<file path="config.mk">
export PLATFORM = sky130hd
export DESIGN_NAME = sertx_core
export DESIGN_NICKNAME = d
export VERILOG_FILES = /design/src/rtl/sertx_pkg.sv /design/src/rtl/sertx_strobe.sv /design/src/rtl/sertx_wbuf.sv /design/src/rtl/sertx_parity.sv /design/src/rtl/sertx_shift.sv /design/src/rtl/sertx_core.sv
export SDC_FILE = /design/constraint.sdc
export NUM_CORES = 1
export LEC_CHECK = 0
export BUFFER_PORTS_ARGS = -buffer_cell sky130_fd_sc_hd__buf_2
export CORE_MARGIN = 2
export CORE_UTILIZATION = 47
export CTS_BUF_LIST = sky130_fd_sc_hd__clkbuf_8
export CTS_CLUSTER_SIZE = 25
export DETAILED_ROUTE_END_ITERATION = 16
export PLACE_DENSITY = 0.7
export SYNTH_ARGS = -nofsm -noshare
export SYNTH_HDL_FRONTEND = slang
export SYNTH_HIERARCHICAL = 1
export SYNTH_SLANG_ARGS = --single-unit
export TNS_END_PERCENT = 30
</file>
<file path="constraint.sdc">
create_clock -name clk -period 3.3 [get_ports clk]
set_clock_uncertainty 0.2 [all_clocks]
set_input_delay 0.33 -clock clk [delete_from_list [all_inputs] [get_ports clk]]
set_output_delay 0.33 -clock clk [all_outputs]
set_load 0.1 [all_outputs]
</file>
<file path="src/rtl/sertx_pkg.sv">
`timescale 1ns/1ps
package sertx_pkg;

   typedef enum logic [2:0] {
      ST_IDLE  = 3'd0,
      ST_START = 3'd1,
      ST_DATA  = 3'd2,
      ST_PAR   = 3'd3,
      ST_STOP1 = 3'd4,
      ST_STOP2 = 3'd5
   } tx_state_e;

   localparam int unsigned MIN_CHAR_BITS = 5;
   localparam int unsigned MAX_CHAR_BITS = 9;
   localparam int unsigned FALLBACK_BITS = 8;

   // width code -> number of data bits
   function automatic int unsigned width_of_code(input logic [2:0] code);
      int unsigned n;
      if (code <= 3'd4) n = MIN_CHAR_BITS + int'(code);
      else              n = FALLBACK_BITS;
      return n;
   endfunction

endpackage

</file>
<file path="src/rtl/sertx_strobe.sv">
`timescale 1ns/1ps
module sertx_strobe #(
   parameter bit SYNC_EN = 1'b1
) (
   input  logic clk,
   input  logic rst_n,
   input  logic bit_tick,
   input  logic sync_mode,
   input  logic xck,
   input  logic xck_pol,
   output logic strobe
);

   generate
      if (SYNC_EN) begin : g_sync
         logic xck_q;
         logic xck_rise;
         logic xck_fall;

         always_ff @(posedge clk or negedge rst_n) begin
            if (!rst_n) xck_q <= 1'b0;
            else        xck_q <= xck;
         end

         assign xck_rise = xck & ~xck_q;
         assign xck_fall = ~xck & xck_q;
         assign strobe   = sync_mode ? (xck_pol ? xck_fall : xck_rise) : bit_tick;
      end else begin : g_async
         logic unused_sync_pins;
         assign unused_sync_pins = ^{sync_mode, xck, xck_pol, clk, rst_n};
         assign strobe = bit_tick;
      end
   endgenerate

endmodule

</file>
<file path="src/rtl/sertx_wbuf.sv">
`timescale 1ns/1ps
module sertx_wbuf #(
   parameter int unsigned DATA_W = 9
) (
   input  logic              clk,
   input  logic              rst_n,
   input  logic              en,
   input  logic              wr_valid,
   input  logic [DATA_W-1:0] wr_word,
   input  logic              take,
   output logic              pend_valid,
   output logic [DATA_W-1:0] pend_word,
   output logic              empty
);

   logic              full_q;
   logic [DATA_W-1:0] word_q;
   logic              accept;

   assign accept     = en & wr_valid & ~full_q;
   assign pend_valid = full_q | accept;
   assign pend_word  = full_q ? word_q : wr_word;
   assign empty      = ~full_q;

   always_ff @(posedge clk or negedge rst_n) begin
      if (!rst_n)      full_q <= 1'b0;
      else if (!en)    full_q <= 1'b0;
      else if (take)   full_q <= 1'b0;
      else if (accept) full_q <= 1'b1;
   end

   always_ff @(posedge clk or negedge rst_n) begin
      if (!rst_n)                word_q <= '0;
      else if (accept && !take)  word_q <= wr_word;
   end

endmodule

</file>
<file path="src/rtl/sertx_parity.sv">
`timescale 1ns/1ps
module sertx_parity #(
   parameter int unsigned DATA_W = 9,
   parameter int unsigned CW     = $clog2(DATA_W + 1)
) (
   input  logic [DATA_W-1:0] word,
   input  logic [CW-1:0]     nbits,
   input  logic              odd,
   output logic              par
);

   logic acc;

   always_comb begin
      acc = 1'b0;
      for (int i = 0; i < DATA_W; i++) begin
         if (i < int'(nbits)) acc = acc ^ word[i];
      end
      par = acc ^ odd;
   end

endmodule

</file>
<file path="src/rtl/sertx_shift.sv">
`timescale 1ns/1ps
module sertx_shift
   import sertx_pkg::*;
#(
   parameter int unsigned DATA_W = 9
) (
   input  logic              clk,
   input  logic              rst_n,
   input  logic              en,
   input  logic              strobe,
   input  logic              pend_valid,
   input  logic [DATA_W-1:0] pend_word,
   input  logic [2:0]        len_sel,
   input  logic [1:0]        par_sel,
   input  logic              stop2,
   input  logic              txc_clr,
   output logic              take,
   output logic              txd,
   output logic              busy,
   output logic              txc
);

   localparam int unsigned CW = $clog2(DATA_W + 1);

   tx_state_e         state_q;
   logic [DATA_W-1:0] sh_q;
   logic [CW-1:0]     cnt_q;
   logic [CW-1:0]     nb_q;
   logic              par_q;
   logic              par_en_q;
   logic              two_q;
   logic              txd_q;
   logic              txc_q;

   logic [CW-1:0]     nb_new;
   logic              par_new;
   logic              frame_end;

   always_comb begin
      int unsigned n;
      n = width_of_code(len_sel);
      if (n > DATA_W) n = DATA_W;
      nb_new = CW'(n);
   end

   sertx_parity #(.DATA_W(DATA_W), .CW(CW)) u_par (
      .word  (pend_word),
      .nbits (nb_new),
      .odd   (par_sel[0]),
      .par   (par_new)
   );

   assign frame_end = ((state_q == ST_STOP1) && !two_q) || (state_q == ST_STOP2);
   assign take      = en & strobe & pend_valid & ((state_q == ST_IDLE) | frame_end);

   always_ff @(posedge clk or negedge rst_n) begin
      if (!rst_n) begin
         state_q  <= ST_IDLE;
         txd_q    <= 1'b1;
         sh_q     <= '0;
         cnt_q    <= '0;
         nb_q     <= '0;
         par_q    <= 1'b0;
         par_en_q <= 1'b0;
         two_q    <= 1'b0;
      end else if (!en) begin
         state_q <= ST_IDLE;
         txd_q   <= 1'b1;
      end else if (take) begin
         state_q  <= ST_START;
         txd_q    <= 1'b0;
         sh_q     <= pend_word;
         cnt_q    <= '0;
         nb_q     <= nb_new;
         par_q    <= par_new;
         par_en_q <= par_sel[1];
         two_q    <= stop2;
      end else if (strobe) begin
         case (state_q)
            ST_START: begin
               txd_q   <= sh_q[0];
               sh_q    <= sh_q >> 1;
               cnt_q   <= CW'(1);
               state_q <= ST_DATA;
            end
            ST_DATA: begin
               if (cnt_q == nb_q) begin
                  if (par_en_q) begin
                     txd_q   <= par_q;
                     state_q <= ST_PAR;
                  end else begin
                     txd_q   <= 1'b1;
                     state_q <= ST_STOP1;
                  end
               end else begin
                  txd_q <= sh_q[0];
                  sh_q  <= sh_q >> 1;
                  cnt_q <= cnt_q + 1'b1;
               end
            end
            ST_PAR: begin
               txd_q   <= 1'b1;
               state_q <= ST_STOP1;
            end
            ST_STOP1: begin
               txd_q   <= 1'b1;
               state_q <= two_q ? ST_STOP2 : ST_IDLE;
            end
            ST_STOP2: begin
               txd_q   <= 1'b1;
               state_q <= ST_IDLE;
            end
            default: begin
               txd_q   <= 1'b1;
               state_q <= ST_IDLE;
            end
         endcase
      end
   end

   always_ff @(posedge clk or negedge rst_n) begin
      if (!rst_n)                                       txc_q <= 1'b0;
      else if (en && strobe && frame_end && !pend_valid) txc_q <= 1'b1;
      else if (txc_clr)                                 txc_q <= 1'b0;
   end

   assign txd  = txd_q;
   assign busy = (state_q != ST_IDLE);
   assign txc  = txc_q;

endmodule

</file>
<file path="src/rtl/sertx_core.sv">
`timescale 1ns/1ps
module sertx_core #(
   parameter int unsigned DATA_W  = 9,
   parameter bit          SYNC_EN = 1'b1
) (
   input  logic              clk,
   input  logic              rst_n,
   input  logic              bit_tick,
   input  logic              sync_mode,
   input  logic              xck,
   input  logic              xck_pol,
   input  logic              tx_en,
   input  logic              wr_valid,
   input  logic [DATA_W-2:0] wr_data,
   input  logic              wr_msb,
   input  logic [2:0]        len_sel,
   input  logic [1:0]        par_sel,
   input  logic              stop2,
   input  logic              txc_clr,
   output logic              txd,
   output logic              txd_oe,
   output logic              dre,
   output logic              txc
);

   generate
      if (DATA_W < 5 || DATA_W > 9) begin : g_bad_width
         $error("sertx_core: DATA_W must lie between 5 and 9");
      end
   endgenerate

   logic              strobe;
   logic              pend_valid;
   logic [DATA_W-1:0] pend_word;
   logic              take;
   logic              busy;

   sertx_strobe #(.SYNC_EN(SYNC_EN)) u_strobe (
      .clk       (clk),
      .rst_n     (rst_n),
      .bit_tick  (bit_tick),
      .sync_mode (sync_mode),
      .xck       (xck),
      .xck_pol   (xck_pol),
      .strobe    (strobe)
   );

   sertx_wbuf #(.DATA_W(DATA_W)) u_wbuf (
      .clk        (clk),
      .rst_n      (rst_n),
      .en         (tx_en),
      .wr_valid   (wr_valid),
      .wr_word    ({wr_msb, wr_data}),
      .take       (take),
      .pend_valid (pend_valid),
      .pend_word  (pend_word),
      .empty      (dre)
   );

   sertx_shift #(.DATA_W(DATA_W)) u_shift (
      .clk        (clk),
      .rst_n      (rst_n),
      .en         (tx_en),
      .strobe     (strobe),
      .pend_valid (pend_valid),
      .pend_word  (pend_word),
      .len_sel    (len_sel),
      .par_sel    (par_sel),
      .stop2      (stop2),
      .txc_clr    (txc_clr),
      .take       (take),
      .txd        (txd),
      .busy       (busy),
      .txc        (txc)
   );

   assign txd_oe = tx_en;

endmodule

</file>
Word-level counts from Yosys, hierarchy flattened
Cells that the tools add are included.
{ "totals": {"reg_bits": 36, "inputBits": 24, "wordCells": 112, "output_inout_bits": 4} }
{ "op_classes": {"eq_ne": 10, "order_cmp": 11, "n_bitwise": 21, "n_addsub": 2, "n_reduce_logical": 16, "mux": 40} }
{ "op_table": {"columns": ["op", "n"], "rows": [
  ["9-bit two-way mux", 4],
  ["1-bit two-way mux", 21],
  ["4-bit two-way mux", 5],
  ["3-bit two-way mux", 6],
  ["9-bit case mux with 2 select lines", 1],
  ["3-bit by 4-bit less-than comparator with 1-bit output (first input constant)", 4],
  ["3-bit case mux with 4 select lines", 1],
  ["1-bit XOR", 9],
  ["1-bit by 4-bit less-than comparator with 1-bit output (first input constant)", 2],
  ["2-bit by 4-bit less-than comparator with 1-bit output (first input constant)", 2],
  ["4-bit case mux with 2 select lines", 1],
  ["1-bit AND", 7],
  ["3-bit by 2-bit == test with 1-bit output (second input constant)", 2],
  ["3-bit == test (second input constant)", 2],
  ["3-bit by 1-bit inequality test with 1-bit output (second input constant)", 2],
  ["1-bit logical AND", 5],
  ["3-bit by 3-bit adder with 4-bit output (first input constant)", 1],
  ["4-bit by 1-bit adder with 4-bit output (second input constant)", 1],
  ["4-bit == test", 1],
  ["4-bit greater-than comparator (second input constant)", 1],
  ["4-bit less-than comparator (first input constant)", 1],
  ["4-bit by 3-bit inequality test with 1-bit output (second input constant)", 1],
  ["2-bit AND reduction", 2],
  ["4-bit AND reduction", 1],
  ["other kinds (11)", 17]
]} }

Depth between registers and ports, before layout
Gate-level depths: netlist (run 1).
{ "depth": {"depth_word": 23, "mapped_depth": 12, "depth_no_buf": 12} }

By module
The synthesis (run 1) kept the hierarchy.
{ "modules_own_cells": {"columns": ["module", "seq_area_each_um2", "instances", "area_per_inst_um2", "cells_each"], "rows": [
  ["sertx_shift", 626.9, 1, 1487.7, 142],
  ["sertx_wbuf", 250.2, 1, 538.0, 36],
  ["sertx_parity", 0.0, 1, 172.7, 25],
  ["sertx_strobe", 25.0, 1, 51.3, 5],
  ["sertx_core", 0.0, 1, 7.5, 1]
]} }

Worst setup path before layout (run 1)
OpenSTA, ideal clock, no wires.
{ "synth_timing": {"kind": "register -> register", "start": "reg u_wbuf.full_q", "end": "reg u_wbuf.word_q[0]", "t_required_ps": 2975, "arrival_ps": 2548, "setup_time_ps": 125, "path_stages_with_launch": 9, "setup_slack_ps": 427, "path_cell_list": "dfrtp_1 -> buf_2 -> inv_1 -> nand2_1 -> o2111a_1 -> buf_2 -> and4bb_1 -> buf_6 -> mux2_4"} }
{ "synth_via": {"elab_chain_len": 7} }
{ "synth_rtl": {"columns": ["element", "line_no", "rtl"], "rows": [
  ["from (decl)", "sertx_wbuf.sv:16", "logic full_q;"],
  ["from (signal assigned)", "sertx_wbuf.sv:26", "if (!rst_n) full_q <= 1'b0;"],
  ["from (signal assigned)", "sertx_wbuf.sv:27", "else if (!en) full_q <= 1'b0;"],
  ["from (signal assigned)", "sertx_wbuf.sv:28", "else if (take) full_q <= 1'b0;"],
  ["1-bit inverter", null, null],
  ["net dre", "sertx_core.sv:22", "output logic dre,"],
  ["1-bit AND", "sertx_wbuf.sv:20", "assign accept = en & wr_valid & ~full_q;"],
  ["1-bit bitwise OR", "sertx_wbuf.sv:21", "assign pend_valid = full_q | accept;"],
  ["net pend_valid", "sertx_core.sv:33", "logic pend_valid;"],
  ["1-bit AND (2 in a row)", "sertx_shift.sv:54", "assign take = en & strobe & pend_valid & ((state_q == ST_IDLE) | frame_end);"],
  ["net take", "sertx_core.sv:35", "logic take;"],
  ["1-bit zero test", "sertx_wbuf.sv:34", "else if (accept && !take) word_q <= wr_word;"],
  ["1-bit logical AND", "sertx_wbuf.sv:34", null],
  ["to (signal assigned)", "sertx_wbuf.sv:34", null],
  ["to (decl)", "sertx_wbuf.sv:17", "logic [DATA_W-1:0] word_q;"]
]} }
The timed path passes the listed nets, and every way through them passes these cells.
A chain may end at the register's enable or synchronous reset.

Worst setup path after layout (run 1)
{ "layout_timing": {"start": "in xck", "end": "reg u_wbuf.word_q[6]"} }
{ "layout_via": {"elab_chain_len": 9, "elab_cells_between_ends": 10, "cone_classes": "mux: 2; bitwise: 6; reduce/logical: 2"} }
{ "layout_rtl": {"columns": ["element", "line_no", "rtl"], "rows": [
  ["from (decl)", "sertx_core.sv:10", "input logic xck,"],
  ["1-bit inverter", "sertx_strobe.sv:26", "assign xck_fall = ~xck & xck_q;"],
  ["1-bit AND", "sertx_strobe.sv:26", null],
  ["1-bit two-way mux * (2 in a row)", "sertx_strobe.sv:27", "assign strobe = sync_mode ? (xck_pol ? xck_fall : xck_rise) : bit_tick;"],
  ["net strobe", "sertx_core.sv:32", "logic strobe;"],
  ["1-bit AND * (3 in a row)", "sertx_shift.sv:54", null],
  ["net take", "sertx_core.sv:35", null],
  ["1-bit zero test *", "sertx_wbuf.sv:34", null],
  ["1-bit logical AND *", "sertx_wbuf.sv:34", null]
]} }
The timed path passes the listed nets; every way through them passes the cells marked *.

==> results of run 1 <==
## sequential cells by signal, summed over array words and instances (netlist names), 3 cells and up
name / count
u_wbuf/word_q: 9
u_shift/state_q: 3
u_shift/sh_q: 9
u_shift/nb_q: 4
u_shift/cnt_q: 4
## stage by stage
stage          util (%)  cell area, µm²  std cells  total power [mW]
5_1_grt           54.07            2520        292             1.802
3_3_place_gp      51.33            2392        282             1.289
2_1_floorplan         -            2251        208             1.200
3_5_place_dp      51.33            2392        282             1.307
6_report          54.07            2520        292             1.686
4_1_cts           54.07            2520        292             1.702
## what timing repair did
action / in CTS / in global routing
hold endpoints to repair: 36 / 0
resized for setup: 0 / 0
hold buffers: 2 / 0
## final cells by class
class                   instances  area share [%]
multi-input cells             153           48.86
flip-flops and latches         36           35.80
well taps                      54           2.681
clock buffers                   5           2.731
repair buffers                 32           7.051
inverters                       9           1.341
clock inverters                 3           1.539
## per-layer routing
metal / vias to the layer above / global-route usage (%) / share of wire, %
met5: - / 0 / 0
met4: 0 / 9.259 / 1.4
met3: 6 / 3.315 / 3.2
met2: 28 / 29.93 / 48
met1: 801 / 24.98 / 48
li1: 818 / - / -
## worst register-to-register path: cells and delay by family (launching register included)
family	cells	cell delay (ns)
mux	1	0.38
compound gates	2	0.47
simple gates	3	1.05
flops	1	0.39
## final timing paths
path / from / slack [ns] / endpoint / cells after the start
max: xck / 0.43 / u_wbuf/word_q[6]$_DFFE_PN0P_ / 8
min: txc_clr / 0.01 / u_shift/txc$_DFFE_PN0P_ / 2
max reg2reg: u_strobe/g_sync.xck_q$_DFF_PN0_ / 0.71 / u_wbuf/word_q[6]$_DFFE_PN0P_ / 6
min reg2reg: u_shift/txd$_DFFE_PN1P_ / 0.30 / u_shift/txd$_DFFE_PN1P_ / 2
max in group asynchronous: rst_n / 1.92 / u_shift/cnt_q[0]$_DFFE_PN0P_ / 2
min in group asynchronous: rst_n / 0.47 / u_shift/two_q$_DFFE_PN0P_ / 2
## report_power, final
group | total (mW) | leakage [nW] | internal, mW | switching, mW
combinational | 0.600 | 0.617 | 0.298 | 0.302
sequential | 0.701 | 0.451 | 0.585 | 0.116
clock | 0.385 | 0.0593 | 0.221 | 0.164
total | 1.69 | 1.13 | 1.10 | 0.582
==> results.ini, run 1 <==
[logic_synthesis]
avgSynthCellArea_um2=10.82
synth.net_count=235
ys.warnings.count=6
syn_area_um2=2251
syn_inst=208

[clock_network]
clock_path_buffers=2
cts.clk_slew.worst_paths_ns=0.08
cts.sinks=36
clock_latency_ns=0.29
cts_made_buffers=5
cts_tree=built
cts_setup_buffers=0
root_buffer=clkbuf_8
htree_levels=2

[timing]
rsz0062_at_grt=no
finalSetupViolCount=0
post-route-min-period_ns=2.871
fmax_ghz=0.3483
finalCritPeriodShare_pct=87.02
tightest_slew_ns=0.8083
slew-limit-headroom_pct=46.11
tns_ns=0
finalHoldViolations=0
drv_slew=0
setup_ws_ns=0.4285
hold_slack_ns=0.01066

[critical_path]
startpoint_type=input pin
crit_arrival_ns=2.85
worst_setup_path_end_kind=flip-flop
crit_path_max_fanout=9
worstPathRequired_ns=3.28
max_stage_delay_ns=0.53
path_delay_family=simple AND/OR/NAND/NOR gates
cp_slowest_cell=dlygate4sd3_1
critPathBufInv=2
cp_cell_sequence=dlygate4sd3_1 -> buf_2 -> or3b_1 -> a31oi_1 -> and3b_2 -> o2111a_1 -> and4bb_1 -> mux2_4
worstSetupPathType=in2reg

[layout]
seq_area_um2=902.1
mostFrequentLayoutCells=dfrtp_1 (35), buf_2 (27), mux2_2 (17)
n_antenna_cell=0
synthToLayoutAreaGrowth_pct=11.95
fillCellCount=427
layout_commonest_cell=dfrtp_1
multi_input_area_um2=1231
drive_gt1_share_pct=29.41
nets=264

[global_route]
grt_pass1_vias=1647
overflow=0
grt_util_all_layers_pct=18.93
antenna_found_initial=0
grt_pass1_wl_um=7707
grt_start_max_net_pins=37

[outcome]
status=completed

[power]
power_density_nw_per_um2=668.9
irDropWorstVdd_mv=0.3035
p_leak_nw=1.127

[run]
timing.max_cap.violations=0

[hold_path]
hold_class=in2reg

[route]
routed-via-count=1653
antenna_left=0
wl_per_cell_um=14.97
first_pass_iters=4
avgViaCountPerCell=5.661
wirelength_um=4370
route.detailed.drc=0
drtIter0Drc=75

[place]
routabilityCongestion=0.7872
hpwlAfterDp_um=3097
place_ws_ns=0.6507
io_buffers=27

[floorplan]
ios=28
dieArea_um2=5359
dieWidth_um=73.21
dieHeight_um=73.21
rows=25
core-area_um2=4661
start_util_pct=48.30

Power figures use the tool's default switching activity.
==> inputs of run 2 (changes only) <==
==> constraint.sdc (replaced) <==
create_clock -name clk -period 3.6 [get_ports clk]
set_clock_uncertainty 0.2 [all_clocks]
set_input_delay 0.36 -clock clk [delete_from_list [all_inputs] [get_ports clk]]
set_output_delay 0.36 -clock clk [all_outputs]
set_load 0.1 [all_outputs]
==> run 2 against run 1 <==
  * Die area stayed put
  * Via count up 1.2%
  * Combinational power down 7.3%
  * Critical path depth up 2
  * Clock power fell by 32%
  * Routed wire length grew 0.94%
  * Total power fell by 13%
  * Largest power group unchanged
==> results.ini, run 2 (synthesis results as in run 1) <==
[layout]
drive_gt1_share_pct=28.57  ; -0.84 points
layout_commonest_cell=dfrtp_1
final_cell_count_no_fill=292  ; unchanged
final_area_um2=2492  ; -1.1%
largestRegisters=u_shift/sh_q: 9 flops, u_wbuf/word_q: 9 flops
fin_util_pct=53.48  ; -0.59 points
n_antenna_cell=0  ; unchanged
seq_area_um2=902.1  ; unchanged
synthToLayoutAreaGrowth_pct=10.73
nets=264  ; unchanged
fillCellCount=417  ; -2.3%
mostFrequentLayoutCells=dfrtp_1 (35), buf_2 (27), mux2_2 (17)
multi_input_area_um2=1231  ; unchanged

[global_route]
grt_util_all_layers_pct=18.22  ; -0.72 points
grt_pass1_wl_um=7596  ; -1.4%
grt_pass1_vias=1646  ; -0.061%
overflow=0  ; unchanged
grt_start_max_net_pins=37  ; unchanged
antenna_found_initial=0  ; unchanged

[critical_path]
reg2reg_from=u_strobe/g_sync.xck_q$_DFF_PN0_
path_delay_family=buffers and inverters
reg2reg_slack_ns=0.92  ; +0.21 ns
cp_cell_sequence=dlygate4sd3_1 -> buf_2 -> or3b_1 -> a31oi_1 -> buf_4 -> and3b_2 -> o2111a_1 -> buf_4 -> mux2_2 -> mux2_2
r2r_end=u_shift/sh_q[7]$_DFFE_PN0P_
crit_path_max_fanout=21  ; +12
worstPathRequired_ns=3.56  ; +0.28 ns
max_stage_delay_ns=0.52  ; about the same
worstSetupPathType=in2reg
crit_arrival_ns=2.96  ; +0.11 ns
cp_slowest_cell=dlygate4sd3_1
startpoint_type=input pin
reg2reg_depth=8  ; +2
worst_setup_path_end_kind=flip-flop
critPathBufInv=4  ; +2

[route]
route.detailed.drc=0  ; unchanged
drtIter0Drc=151  ; +100%
wl_per_cell_um=15.11  ; +0.94%
wl_met2_um=2115  ; +1.4%
top_layer=met4
routed-via-count=1673  ; +1.2%
wirelength_um=4411  ; +0.94%
first_pass_iters=4  ; unchanged
avgViaCountPerCell=5.729  ; +1.2%
antenna_left=0  ; unchanged
wirelength_met1_um=2098  ; +0.82%
dr_wl_met3_um=153  ; +8.5%

[timing]
fmax_ghz=0.3335
rsz0062_at_grt=no
setup_ws_ns=0.6017  ; +0.1732 ns
finalCritPeriodShare_pct=83.29
finalHoldViolations=0  ; unchanged
tightest_slew_ns=0.8047  ; -0.003648 ns
post-route-min-period_ns=2.998
finalSetupViolCount=0  ; unchanged
tns_ns=0  ; unchanged
slew-limit-headroom_pct=46.35  ; +0.24 points
hold_slack_ns=0.05914  ; +0.04848 ns
drv_slew=0  ; unchanged

[power]
power_density_nw_per_um2=586.5  ; -12%
p_total_mw=1.462  ; -13%
irDropWorstVdd_mv=0.3523  ; +16%
p_leak_nw=1.120  ; -0.66%

[hold_path]
hold_path_end=u_shift/txc$_DFFE_PN0P_
holdPathStages=2  ; unchanged
hold_class=in2reg
worstHoldStart=txc_clr

[clock_network]
clock_path_buffers=2  ; unchanged
root_buffer=clkbuf_8
cts.clk_slew.worst_paths_ns=0.07  ; about the same
cts.sinks=36  ; unchanged
cts_made_buffers=5  ; unchanged
cts_setup_buffers=0  ; unchanged
cts_tree=built
htree_levels=2  ; unchanged
clock_latency_ns=0.28  ; about the same

[place]
place_area_um2=2392  ; unchanged
dp.cells=282  ; unchanged
routabilityCongestion=0.8171  ; +3.8%
io_buffers=27  ; unchanged
hpwlAfterDp_um=3148  ; +1.6%
place_ws_ns=0.8172  ; +0.1665 ns

[run]
timing.max_cap.violations=0  ; unchanged

[outcome]
status=completed

[floorplan]
dieArea_um2=5359  ; unchanged
start_util_pct=48.30  ; unchanged
core-area_um2=4661  ; unchanged
dieWidth_um=73.21  ; unchanged
dieHeight_um=73.21  ; unchanged
rows=25  ; unchanged
ios=28  ; unchanged

==> run 2: timing repair <==
action                                 in CTS  in global routing
endpoints found under the hold margin      33                  0
hold buffers                                2                  0
setup endpoints to repair                   0                  0
resized for setup                           0                  0
==> run 2: final cells by class <==
cell class | instances | share of cell area, %
clock inverters | 3 | 0.4518
multi-input cells | 153 | 49.40
clock buffers | 5 | 2.761
repair buffers | 32 | 7.128
inverters | 9 | 1.355
flip-flops and latches | 36 | 36.19
well taps | 54 | 2.711
==> run 2: power by group <==
group | total, mW | internal, mW | switching (mW) | leakage [nW]
clock network | 0.263 | 0.129 | 0.134 | 0.0519
registers | 0.643 | 0.536 | 0.106 | 0.451
logic | 0.556 | 0.273 | 0.284 | 0.617
==> run 2: metal layers <==
layer | track usage, % | vias to the layer above
li1 | - | 818
met1 | 23.81 | 812
met2 | 29.63 | 39
met3 | 4.282 | 4
met4 | 6.173 | 0
met5 | 0 | -
==> run 2: worst max-delay path by stage <==
stage                                        end  cells past startpoint                       from
floorplan           u_wbuf/word_q[0]$_DFFE_PN0P_                      8  u_wbuf/full_q$_DFFE_PN0P_
global placement     u_shift/sh_q[7]$_DFFE_PN0P_                      9                    xck_pol
detailed placement   u_shift/sh_q[7]$_DFFE_PN0P_                      9                    xck_pol
CTS                  u_shift/sh_q[7]$_DFFE_PN0P_                     10                        xck
global route         u_shift/sh_q[7]$_DFFE_PN0P_                     10                        xck
finish               u_shift/sh_q[7]$_DFFE_PN0P_                     10                        xck
==> inputs of run 3 (changes only) <==
--- a/config.mk
+++ b/config.mk
@@ -11,7 +11,7 @@
 export CTS_BUF_LIST = sky130_fd_sc_hd__clkbuf_8
 export CTS_CLUSTER_SIZE = 25
 export DETAILED_ROUTE_END_ITERATION = 16
-export PLACE_DENSITY = 0.7
+export PLACE_DENSITY = 0.72
 export SYNTH_ARGS = -nofsm -noshare
 export SYNTH_HDL_FRONTEND = slang
 export SYNTH_HIERARCHICAL = 1
==> constraint.sdc (replaced) <==
create_clock -name clk -period 2.57 [get_ports clk]
set_clock_uncertainty 0.2 [all_clocks]
set_input_delay 0.257 -clock clk [delete_from_list [all_inputs] [get_ports clk]]
set_output_delay 0.257 -clock clk [all_outputs]
set_load 0.1 [all_outputs]
==> run 3 against run 2 <==
  * Clock power rose by 52%
  * Final area increased by 5.1%
  * Sequential share of layout area down 1.7 points
  * Critical path depth decreased by 4
  * Final cell count rose by 3.8%
  * Die area unchanged
  * Routed wire length up 3.6%
  * Utilization rose by 2.7 points
  * Global-route usage is 0.98 points higher
  * Sequential power is 38% higher
  * Critical path type is now reg2reg
  * Critical endpoint is now u_wbuf/word_q[2]$_DFFE_PN0P_
  * Largest cell class unchanged
  * Highest routed layer unchanged
==> results.ini, run 3 (synthesis results as in run 1) <==
[outcome]
status=completed

[clock_network]
cts_made_buffers=5  ; unchanged
root_buffer=clkbuf_8
cts_tree=built
htree_levels=2  ; unchanged
clock_latency_ns=0.29  ; about the same
cts_setup_buffers=0  ; unchanged
cts.clk_slew.worst_paths_ns=0.07  ; about the same
cts.sinks=36  ; unchanged
clock_path_buffers=2  ; unchanged
cts_repair_resize_count=0  ; unchanged

[route]
first_pass_iters=4  ; unchanged
avgViaCountPerCell=5.611  ; -2.1%
drtIter0Drc=75  ; -50%
routed-via-count=1700  ; +1.6%
route.detailed.drc=0  ; unchanged
antenna_left=0  ; unchanged
wl_per_cell_um=15.08  ; -0.16%
wirelength_um=4570  ; +3.6%

[timing]
tightest_slew_ns=0.7851  ; -0.01957 ns
finalCritPeriodShare_pct=96.57
tns_ns=0  ; unchanged
slew-limit-headroom_pct=47.66  ; +1.3 points
drv_slew=0  ; unchanged
fmax_ghz=0.4029
rsz0062_at_grt=no
finalSetupViolCount=0  ; unchanged
finalHoldViolations=0  ; unchanged
post-route-min-period_ns=2.482

[place]
io_buffers=27  ; unchanged
routabilityCongestion=0.8365  ; +2.4%
hpwlAfterDp_um=3355  ; +6.6%

[layout]
largestRegisters=u_shift/sh_q: 9 flops, u_wbuf/word_q: 9 flops
layout_commonest_cell=dfrtp_1
drive_gt1_share_pct=32.53  ; +4.0 points
n_antenna_cell=0  ; unchanged
nets=275  ; +4.2%
synthToLayoutAreaGrowth_pct=16.34
mostFrequentLayoutCells=dfrtp_1 (35), buf_2 (27), mux2_2 (17)
fillCellCount=416  ; -0.24%
fin_util_pct=56.19  ; +2.7 points

[global_route]
grtUsageMet3_pct=3.729  ; -0.55 points
busiest_layer=met2
grt_start_max_net_pins=37  ; unchanged
met1_usage_pct=25.26  ; +1.5 points
grt_pass1_vias=1722  ; +4.6%
met2_usage_pct=31.73  ; +2.1 points
grt_pass1_wl_um=7948  ; +4.6%
grt_util_all_layers_pct=19.19  ; +0.98 points
antenna_found_initial=0  ; unchanged
overflow=0  ; unchanged

[power]
power_density_nw_per_um2=812.7  ; +39%
p_leak_nw=1.169  ; +4.4%
irDropWorstVdd_mv=0.4278  ; +21%
p_total_mw=2.128  ; +46%

[run]
timing.max_cap.violations=0  ; unchanged

[floorplan]
rows=25  ; unchanged
dieArea_um2=5359  ; unchanged
ios=28  ; unchanged
dieWidth_um=73.21  ; unchanged
start_util_pct=48.30  ; unchanged
core-area_um2=4661  ; unchanged
dieHeight_um=73.21  ; unchanged

[critical_path]
worstSetupPathType=reg2reg
worst_setup_path_end_kind=flip-flop
crit_arrival_ns=2.46  ; -0.50 ns
worstPathRequired_ns=2.55  ; -1.01 ns
crit_path_max_fanout=9  ; -57%
startpoint_type=flip-flop

[hold_path]
hold_class=in2reg

## run 3: cell types whose count changed in the layout (fill, tap and decap cells not counted)
| cell | before | now |
|---|---|---|
| inv_1 | 12 | 8 |
| dlygate4sd3_1 | 2 | 6 |
| nand2_4 | 0 | 1 |
| clkinvlp_4 | 0 | 1 |
| clkinv_4 | 0 | 1 |
| a31oi_4 | 0 | 1 |
| nand2_1 | 13 | 12 |
| buf_4 | 3 | 10 |
| clkinv_2 | 0 | 2 |
| a31oi_1 | 5 | 4 |
## run 3: worst paths after layout
| check | startpoint | endpoint | slack, ns | cells past startpoint |
|---|---|---|---|---|
| min in group asynchronous | rst_n | u_shift/state_q[2]$_DFFE_PN0P_ | 0.39 | 2 |
| hold / removal | wr_msb | u_wbuf/word_q[8]$_DFFE_PN0P_ | 0.01 | 2 |
| max in group asynchronous | rst_n | u_shift/cnt_q[3]$_DFFE_PN0P_ | 1.29 | 2 |
| hold reg to reg | u_shift/txd$_DFFE_PN1P_ | u_shift/txd$_DFFE_PN1P_ | 0.30 | 2 |
| setup reg to reg | u_strobe/g_sync.xck_q$_DFF_PN0_ | u_wbuf/word_q[2]$_DFFE_PN0P_ | 0.09 | 6 |
| setup / recovery | u_strobe/g_sync.xck_q$_DFF_PN0_ | u_wbuf/word_q[2]$_DFFE_PN0P_ | 0.09 | 6 |
## run 3: per-layer routing
metal | part of all wire [%] | wire, µm
met1 | 47 | 2160
met2 | 48 | 2198
met3 | 3.8 | 175
met4 | 0.77 | 35
met5 | 0 | 0
## run 3: per-stage QoR
stage | hold slack (ns) | setup slack, ns | cell area (µm²) | cells
finish | 0.01010 | 0.08814 | 2619 | 303
detailed placement | 0.1887 | 0.01519 | 2471 | 289
global route | 0.0009688 | 0.005750 | 2619 | 303
global placement | 0.1853 | 0.06674 | 2471 | 289
floorplan | -0.2386 | 0.01202 | 2286 | 208
CTS | 0.002194 | 0.1057 | 2609 | 302
## run 3: timing repair
item | in CTS | in global routing
hold buffers | 5 | 1
endpoints found under the setup margin | 0 | 0
endpoints found under the hold margin | 39 | 1
## run 3: critical path, stage by stage (launching register included)
cell	delay, ns
dfrtp_1	0.37
or3b_1	0.40
a31oi_4	0.16
and3b_2	0.22
o2111a_1	0.20
and4bb_1	0.42
mux2_4	0.38
## run 3: layout make-up
class                      instances  area (µm²)  area share [%]
sequential                        36       902.1           34.45
multi-input combinational        153        1254           47.87
timing repair buffer              43       270.3           10.32
clock inverter                     3       18.77          0.7167
clock buffer                       5       68.82           2.628
inverter                           9       37.54           1.433
tap                               54       67.56           2.580
## run 3: report_power, final
part	total (mW)	switching, mW	internal, mW
clock	0.401	0.213	0.189
combinational	0.838	0.422	0.417
sequential	0.889	0.137	0.751
total	2.13	0.772	1.36
